**src/rtl/endian_lane_steer.sv**
```systemverilog
module endian_lane_steer (
  input  logic        clk,
  input  logic        rst_n,
  input  logic        acc_valid,
  input  logic        acc_store,
  input  logic [1:0]  acc_size,
  input  logic        acc_brev,
  input  logic        le_mode,
  input  logic [1:0]  addr_lo,
  input  logic [31:0] cache_rdata,
  input  logic [31:0] store_src,
  input  logic [31:0] fetch_word,
  output logic [31:0] decode_word,
  output logic        wb_valid,
  output logic [31:0] wb_data,
  output logic        st_valid,
  output logic [3:0]  st_be,
  output logic [31:0] st_data
);
  localparam logic [1:0] SZ_BYTE = 2'd0;
  localparam logic [1:0] SZ_HALF = 2'd1;

  function automatic logic [31:0] bswap(input logic [31:0] w);
    return {w[7:0], w[15:8], w[23:16], w[31:24]};
  endfunction

  assign decode_word = le_mode ? bswap(fetch_word) : fetch_word;

  logic        s_valid, s_store, s_swap;
  logic [1:0]  s_size, s_addr;
  logic [31:0] s_rdata, s_src;

  always_ff @(posedge clk or negedge rst_n) begin
    if (!rst_n) begin
      s_valid <= 1'b0;
      s_store <= 1'b0;
      s_swap  <= 1'b0;
      s_size  <= SZ_BYTE;
      s_addr  <= 2'd0;
      s_rdata <= '0;
      s_src   <= '0;
    end else begin
      s_valid <= acc_valid;
      s_store <= acc_store;
      s_swap  <= acc_brev ^ le_mode;
      s_size  <= acc_size;
      s_addr  <= addr_lo;
      s_rdata <= cache_rdata;
      s_src   <= store_src;
    end
  end

  logic [31:0] byte_sh, ld_val, st_data_n;
  logic [15:0] ld_half, st_half;
  logic [3:0]  st_be_n;

  assign byte_sh = s_rdata >> {s_addr, 3'b000};
  assign ld_half = s_addr[1] ? s_rdata[31:16] : s_rdata[15:0];
  assign st_half = s_swap ? s_src[15:0] : {s_src[7:0], s_src[15:8]};

  always_comb begin
    case (s_size)
      SZ_BYTE: ld_val = {24'd0, byte_sh[7:0]};
      SZ_HALF: ld_val = {16'd0, s_swap ? ld_half : {ld_half[7:0], ld_half[15:8]}};
      default: ld_val = s_swap ? s_rdata : bswap(s_rdata);
    endcase
  end

  always_comb begin
    case (s_size)
      SZ_BYTE: begin
        st_be_n   = 4'b0001 << s_addr;
        st_data_n = {24'd0, s_src[7:0]} << {s_addr, 3'b000};
      end
      SZ_HALF: begin
        st_be_n   = s_addr[1] ? 4'b1100 : 4'b0011;
        st_data_n = s_addr[1] ? {st_half, 16'd0} : {16'd0, st_half};
      end
      default: begin
        st_be_n   = 4'b1111;
        st_data_n = s_swap ? s_src : bswap(s_src);
      end
    endcase
  end

  wire ld_fire = s_valid && !s_store;
  wire st_fire = s_valid && s_store;

  always_ff @(posedge clk or negedge rst_n) begin
    if (!rst_n) begin
      wb_valid <= 1'b0;
      wb_data  <= '0;
      st_valid <= 1'b0;
      st_be    <= '0;
      st_data  <= '0;
    end else begin
      wb_valid <= ld_fire;
      if (ld_fire) wb_data <= ld_val;
      st_valid <= st_fire;
      st_be    <= st_fire ? st_be_n : 4'd0;
      st_data  <= st_fire ? st_data_n : 32'd0;
    end
  end

  p_latency_r7: assert property (@(posedge clk) disable iff (!rst_n)
    wb_valid |-> $past(s_valid && !s_store));
  p_exclusive_r7: assert property (@(posedge clk) disable iff (!rst_n)
    !(wb_valid && st_valid));
  p_idle_zero_r8: assert property (@(posedge clk) disable iff (!rst_n)
    !st_valid |-> (st_be == 4'd0 && st_data == 32'd0));
  p_be_shape_r8: assert property (@(posedge clk) disable iff (!rst_n)
    st_valid |-> (st_be inside {4'b0001, 4'b0010, 4'b0100, 4'b1000, 4'b0011, 4'b1100, 4'b1111}));
  p_dead_lanes_r9: assert property (@(posedge clk) disable iff (!rst_n)
    st_valid |-> ((st_data & ~{{8{st_be[3]}}, {8{st_be[2]}}, {8{st_be[1]}}, {8{st_be[0]}}}) == 32'd0));
  p_byte_zext_r2: assert property (@(posedge clk) disable iff (!rst_n)
    (wb_valid && $past(s_size == SZ_BYTE)) |-> (wb_data[31:8] == 24'd0));
  p_decode_bits_r10: assert property (@(posedge clk) disable iff (!rst_n)
    $countones(decode_word) == $countones(fetch_word));
endmodule

```
**config.mk**
```make
export PLATFORM = sky130hd
export DESIGN_NAME = endian_lane_steer
export DESIGN_NICKNAME = d
export VERILOG_FILES = /design/src/rtl/endian_lane_steer.sv
export SDC_FILE = /design/constraint.sdc
export NUM_CORES = 1
export LEC_CHECK = 0
export BUFFER_PORTS_ARGS = -buffer_cell sky130_fd_sc_hd__buf_4
export CAP_MARGIN = 15
export CORE_AREA = 5 5 133 135
export DETAILED_ROUTE_END_ITERATION = 6
export DIE_AREA = 0 0 138 140
export SLEW_MARGIN = 5
export SYNTH_ARGS = -nofsm -noshare
export SYNTH_HDL_FRONTEND = slang
export SYNTH_SLANG_ARGS = --single-unit
```
**constraint.sdc**
```tcl
create_clock -name clk -period 3.3 [get_ports clk]
set_clock_uncertainty 0.05 [all_clocks]
set_input_delay 0 -clock clk [delete_from_list [all_inputs] [get_ports clk]]
set_output_delay 0 -clock clk [all_outputs]
set_load 0.02 [all_outputs]
```
Word-level counts from Yosys, hierarchy flattened
Index checks and enable logic that the tools add are counted.
{"block": "totals", "regBits": 141, "input_bits": 106, "out_inout_bits": 102, "word_cells": 34}
{"block": "classes", "n_eq_ne": 1, "shift": 3, "n_mux": 13, "n_bitwise": 1, "reduce_logical": 4}
{"cell": "2-to-1 mux 32 bit", "count": 5}
{"cell": "case mux 32 bit (2 select lines)", "count": 2}
{"cell": "2-to-1 mux 16 bit", "count": 3}
{"cell": "<< shifter 8 x 5 -> 32 bit", "count": 1}
{"cell": ">> shifter 32 x 5 -> 8 bit", "count": 1}
{"cell": "2-to-1 mux 4 bit", "count": 2}
{"cell": "case mux 4 bit (2 select lines)", "count": 1}
{"cell": "<< shifter 1 x 2 -> 4 bit, first input constant", "count": 1}
{"cell": "equality test 2 x 1 -> 1 bit, second input constant", "count": 1}
{"cell": "logical AND 1 bit", "count": 2}
{"cell": "logical NOT 2 bit", "count": 1}
{"cell": "logical NOT 1 bit", "count": 1}
{"cell": "bitwise XOR 1 bit", "count": 1}

Logic depth before layout (Yosys ltp)
{"block": "depth", "depth_word": 4, "ltp_mapped": 7, "mapped_depth_nobuf": 4}

Worst setup path after synthesis
Ideal clock, no wire load.
{"block": "synth_path", "path_kind": "flip-flop to flip-flop", "start": "register s_addr[1]", "end": "register wb_data[0]", "setup_ps": 123, "arrival_time_ps": 1385, "required_ps": 3127, "path_slack_ps": 1742, "path_stages_with_launch": 6, "path_buffers": 1, "synth_period_minus_slack_ps": 1558, "cell_sequence": "dfrtp_1 -> buf_6 -> mux2_2 -> a221o_1 -> a211oi_1 -> nor2_1"}
{"block": "synth_via", "elab_chain_len": 3, "elab_cells_between_ends": 4, "cone_classes": "1 x shift; 3 x mux"}
{"item": "start: declaration", "line_no": "30", "rtl": "logic [1:0] s_size, s_addr;"}
{"item": "start signal: assignment", "line_no": "47", "rtl": "s_addr <= addr_lo;"}
{"item": "branches (longest 2 deep; another with >> shifter 32 x 5 -> 8 bit)"}
{"item": "case mux 32 bit (2 select lines) (*)", "line_no": "62", "rtl": "case (s_size)"}
{"item": "end signal: assignment", "line_no": "98", "rtl": "if (ld_fire) wb_data <= ld_val;"}
{"item": "end: declaration", "line_no": "15", "rtl": "output logic [31:0] wb_data,"}
Mark *: on every way between the ends.
A chain may end at the register's enable or synchronous reset.

Worst setup path after layout
{"block": "layout_path", "start": "register s_addr[1]", "end": "register st_data[9]"}
{"block": "layout_via", "elab_chain_len": 3, "elab_cells_between_ends": 4, "cone_classes": "1 x shift; 3 x mux"}
{"item": "<< shifter 8 x 5 -> 32 bit / 2-to-1 mux 32 bit (equally long branches)", "line_no": "73, 77"}
{"item": "case mux 32 bit (2 select lines) (*)", "line_no": "70", "rtl": "case (s_size)"}
{"item": "2-to-1 mux 32 bit (*)", "line_no": "101", "rtl": "st_data <= st_fire ? st_data_n : 32'd0;"}
{"item": "end signal: assignment", "line_no": "101"}
{"item": "end: declaration", "line_no": "18", "rtl": "output logic [31:0] st_data"}
Mark *: on every way between the ends. The rest lies on a longest branch, timed or not.

==> results.py <==
metrics = {
    "timing": {
        "min_period_ns": 2.45,
        "period_share_pct": 74.2,
        "max_freq_mhz": 408,
        "maxSlewHeadroom_pct": 25.6,
        "rsz0062_at_grt": "false",
        "drv_slew": 0,
        "setup_viol": 0,
        "final.setup.tns_ns": 0,
        "timing.hold.ws_ns": 0.153,
        "tightestPinTransition_ns": 1.12,
        "final-hold-violation-count": 0,
    },
    "worst_setup_path": {
        "arrival_ns": 2.73,
        "cp_data_required_time_ns": 3.58,
        "endpoint_kind": "flop",
        "rr_worst_depth": 4,
        "crit_start": "s_addr[1]",
        "cp-endpoint": "st_data[9]",
        "worstPathMaxFanout": 23,
        "r2r_end": "st_data[9]",
        "startpoint_type": "flop",
        "criticalPathCategory": "flop to flop",
        "worstReg2RegStart": "s_addr[1]",
        "crit_chain": "nor3b_2 -> a221oi_1 -> a21o_1 -> a21oi_1",
        "cpPeakStageDelay_ns": 0.98,
        "reg2reg_setup_slack_ns": 0.85,
        "cp_slowest_cell": "nor3b_2",
    },
    "detailed_routing": {
        "top_layer": "met4",
        "ant_nets": 0,
        "wl_per_cell_um": 18.9,
        "drt-initial-drc-count": 349,
        "drt_first_pass_iters": 7,
        "routed_wirelength_um": 19600,
        "wl_met3_um": 1350,
        "routed_via_density": 5.20,
        "wl_met1_um": 7630,
        "vias": 5389,
        "drcViolationCount": 2,
        "wl_met2_um": 10300,
    },
    "outcome": {
        "violations": "design-rule violations",
        "outcome": "finished, violations left",
    },
    "synthesis": {
        "ys_ff_latch": 141,
        "netlist_area_um2": 6420,
        "ys.flop_type": "dfrtp_1",
        "synth_cell_type_count": 44,
        "syn_avg_cell_area_um2": 12.0,
        "ys_warn_count": 0,
        "synth_top_cell_area_share_pct": 55.0,
        "async_flop_share_pct": 100,
        "syn_inst": 535,
        "yosysTopAreaCell": "dfrtp_1",
        "synth_nets": 641,
        "yosys-top-cells-area": "dfrtp_1, mux2_2, mux2i_1, a22o_1, a21oi_1",
        "ys_seq_area_share_pct": 55.0,
        "synth_edf_count": 0,
    },
    "place": {
        "dp_cells": 931,
        "dpl.hpwl_um": 13400,
        "port_buffers": 207,
        "gp_congestion": 0.864,
        "placed_cell_area_um2": 8090,
    },
    "cells_and_area": {
        "nets": 910,
        "design_area_um2": 9470,
        "final_util_pct": 57.9,
        "fillers": 1364,
        "layout-drive-gt1-share_pct": 39.7,
        "diodes": 0,
        "final_cells": 1037,
        "area_growth_pct": 47.5,
    },
    "flow_run": {
        "max-cap-violations": 0,
    },
    "power": {
        "p_sw_share_pct": 27.0,
        "ir_worst_vdd_mv": 0.353,
        "p_leak_nw": 4.36,
        "internal_power_w": 0.00357,
        "p_clk_share_pct": 40.2,
        "p_sw_w": 0.00132,
        "pwr-share-seq_pct": 40.7,
        "comb_power_share_pct": 19.1,
        "power_density_nw_per_um2": 516,
    },
    "floorplan": {
        "start_util_pct": 39.3,
        "die_h_um": 140,
        "ios": 208,
        "rows": 47,
        "die_w_um": 138,
        "dieArea_um2": 19300,
        "floorplan.core_area_um2": 16300,
    },
    "clock_network": {
        "postCtsSetupBuffers": 0,
        "worstSkewPairLatency_ns": 0.42,
        "clk_pin_slew_ns": 0.06,
        "cts-htree-levels": 4,
        "cts_buffers": 17,
        "cts_tree": "yes",
        "cts_sinks": 141,
        "clock-root-buffer": "clkbuf_16",
        "clk_path_buf_depth": 2,
    },
    "global_route": {
        "track_usage_pct": 20.1,
        "grt_max_degree": 87,
        "grt.overflow.total": 0,
        "grt_pass1_vias": 5780,
        "grt_pass1_wl_um": 30900,
        "antenna_found_initial": 0,
    },
    "worst_hold_path": {
        "hold_path_class": "primary input to asynchronous set/reset pin",
    },
}
-- layout make-up --
cell class	count	area, um2	share of cell area [%]
flip-flops and latches	141	3540	37.4
multi-input cells	348	2630	27.8
repair buffers	291	2390	25.3
clock buffers	22	474	5.01
well taps	220	275	2.91
clock inverters	10	139	1.47
inverters	5	18.8	0.198
-- cell usage after synthesis (all sizes together) (8+ instances only) --
cell / count
a21oi: 34
a221oi: 14
a222oi: 10
a22o: 20
a31oi: 9
buf: 28
clkbuf: 13
dfrtp: 141
mux2: 58
mux2i: 29
nand2: 37
nor2: 40
o211ai: 8
o21ai: 32
-- power groups by stage --
stage | sequential, W | combinational (W) | clock [W]
2_1_floorplan | 0.00205 | 0.000419 | 0
3_3_place_gp | 0.00202 | 0.000846 | 0
3_5_place_dp | 0.00202 | 0.000860 | 0
4_1_cts | 0.00199 | 0.000935 | 0.00199
5_1_grt | 0.00201 | 0.00101 | 0.00206
6_report | 0.00199 | 0.000932 | 0.00197
-- layout by cell type, fill, tap and decap left out, types with 3 or more instances in the layout --
master         instances
a21o_1                 7
dlygate4sd3_1         73
mux2i_1               29
nand2_1               37
buf_4                216
a21oi_1               32
o31a_1                 5
a22o_1                20
mux2_2                58
dfrtp_1              139
a222oi_1              10
a22oi_1                7
clkinvlp_4             4
a221o_1                3
o21ai_1                4
a221oi_2               4
nor2b_1                5
clkbuf_16             17
a221oi_1              10
clkbuf_8               3
inv_1                  4
a211oi_1               6
o211ai_1               8
nand2b_1               7
a31oi_1                9
nor2_1                40
bufinv_16              3
o21ai_0               28
-- metrics by stage --
stage,setup slack [ns],total power [W]
finish,0.851,0.00489
global placement,0.966,0.00286
detailed placement,0.887,0.00288
floorplan,1.74,0.00247
global route,0.689,0.00508
CTS,0.843,0.00492
-- layer usage --
layer  up-vias  GRT usage (%)
met4         0           6.19
met3        25           5.28
met1      2625           23.7
met5         -              0
met2       223           36.1
li1       2516              -
-- worst min-delay path by stage --
stage	start	to	slack, ns	cells after the start
finish	rst_n	s_swap	0.15	2
global route	cache_rdata[3]	s_rdata[3]	0.15	2
CTS	cache_rdata[3]	s_rdata[3]	0.16	2
detailed placement	rst_n	s_swap	0.05	1
global placement	rst_n	s_rdata[18]	0.05	1
floorplan	rst_n	s_addr[0]	-0.35	0
-- state kept, by name, indices dropped and copies added (netlist names) --
register and count:
st_be 4, s_swap 1, s_addr 2, st_data 32
s_src 32, wb_valid 1, s_rdata 32, wb_data 32
s_size 2, s_valid 1, st_valid 1, s_store 1
-- what timing repair did --
| item | CTS | global route |
|---|---|---|
| endpoints found under the hold margin | 151 | 0 |
| hold buffers | 73 | 0 |
| gates resized for setup | 0 | 0 |
-- kinds of logic (layout without fill, tap and decap cells) --
group                     after synthesis  in the layout  share of synthesized area [%]
buffers and inverters                  46            328                           4.03
muxes                                  87             87                           14.7
xor gates and xnor gates                1              1                          0.136
and+or+nand+nor                       100            100                           8.01
DFF                                   141            141                           55.0
AOI/OAI and AO/OA                     160            160                           18.1
-- critical path, delay by kind of cell (launching register included) --
family | cells | cell delay, ns
DFF | 1 | 0.78
and+or+nand+nor | 1 | 0.98
AOI/OAI and AO/OA | 3 | 0.54
Note: power is estimated with default switching activity, not from simulation.
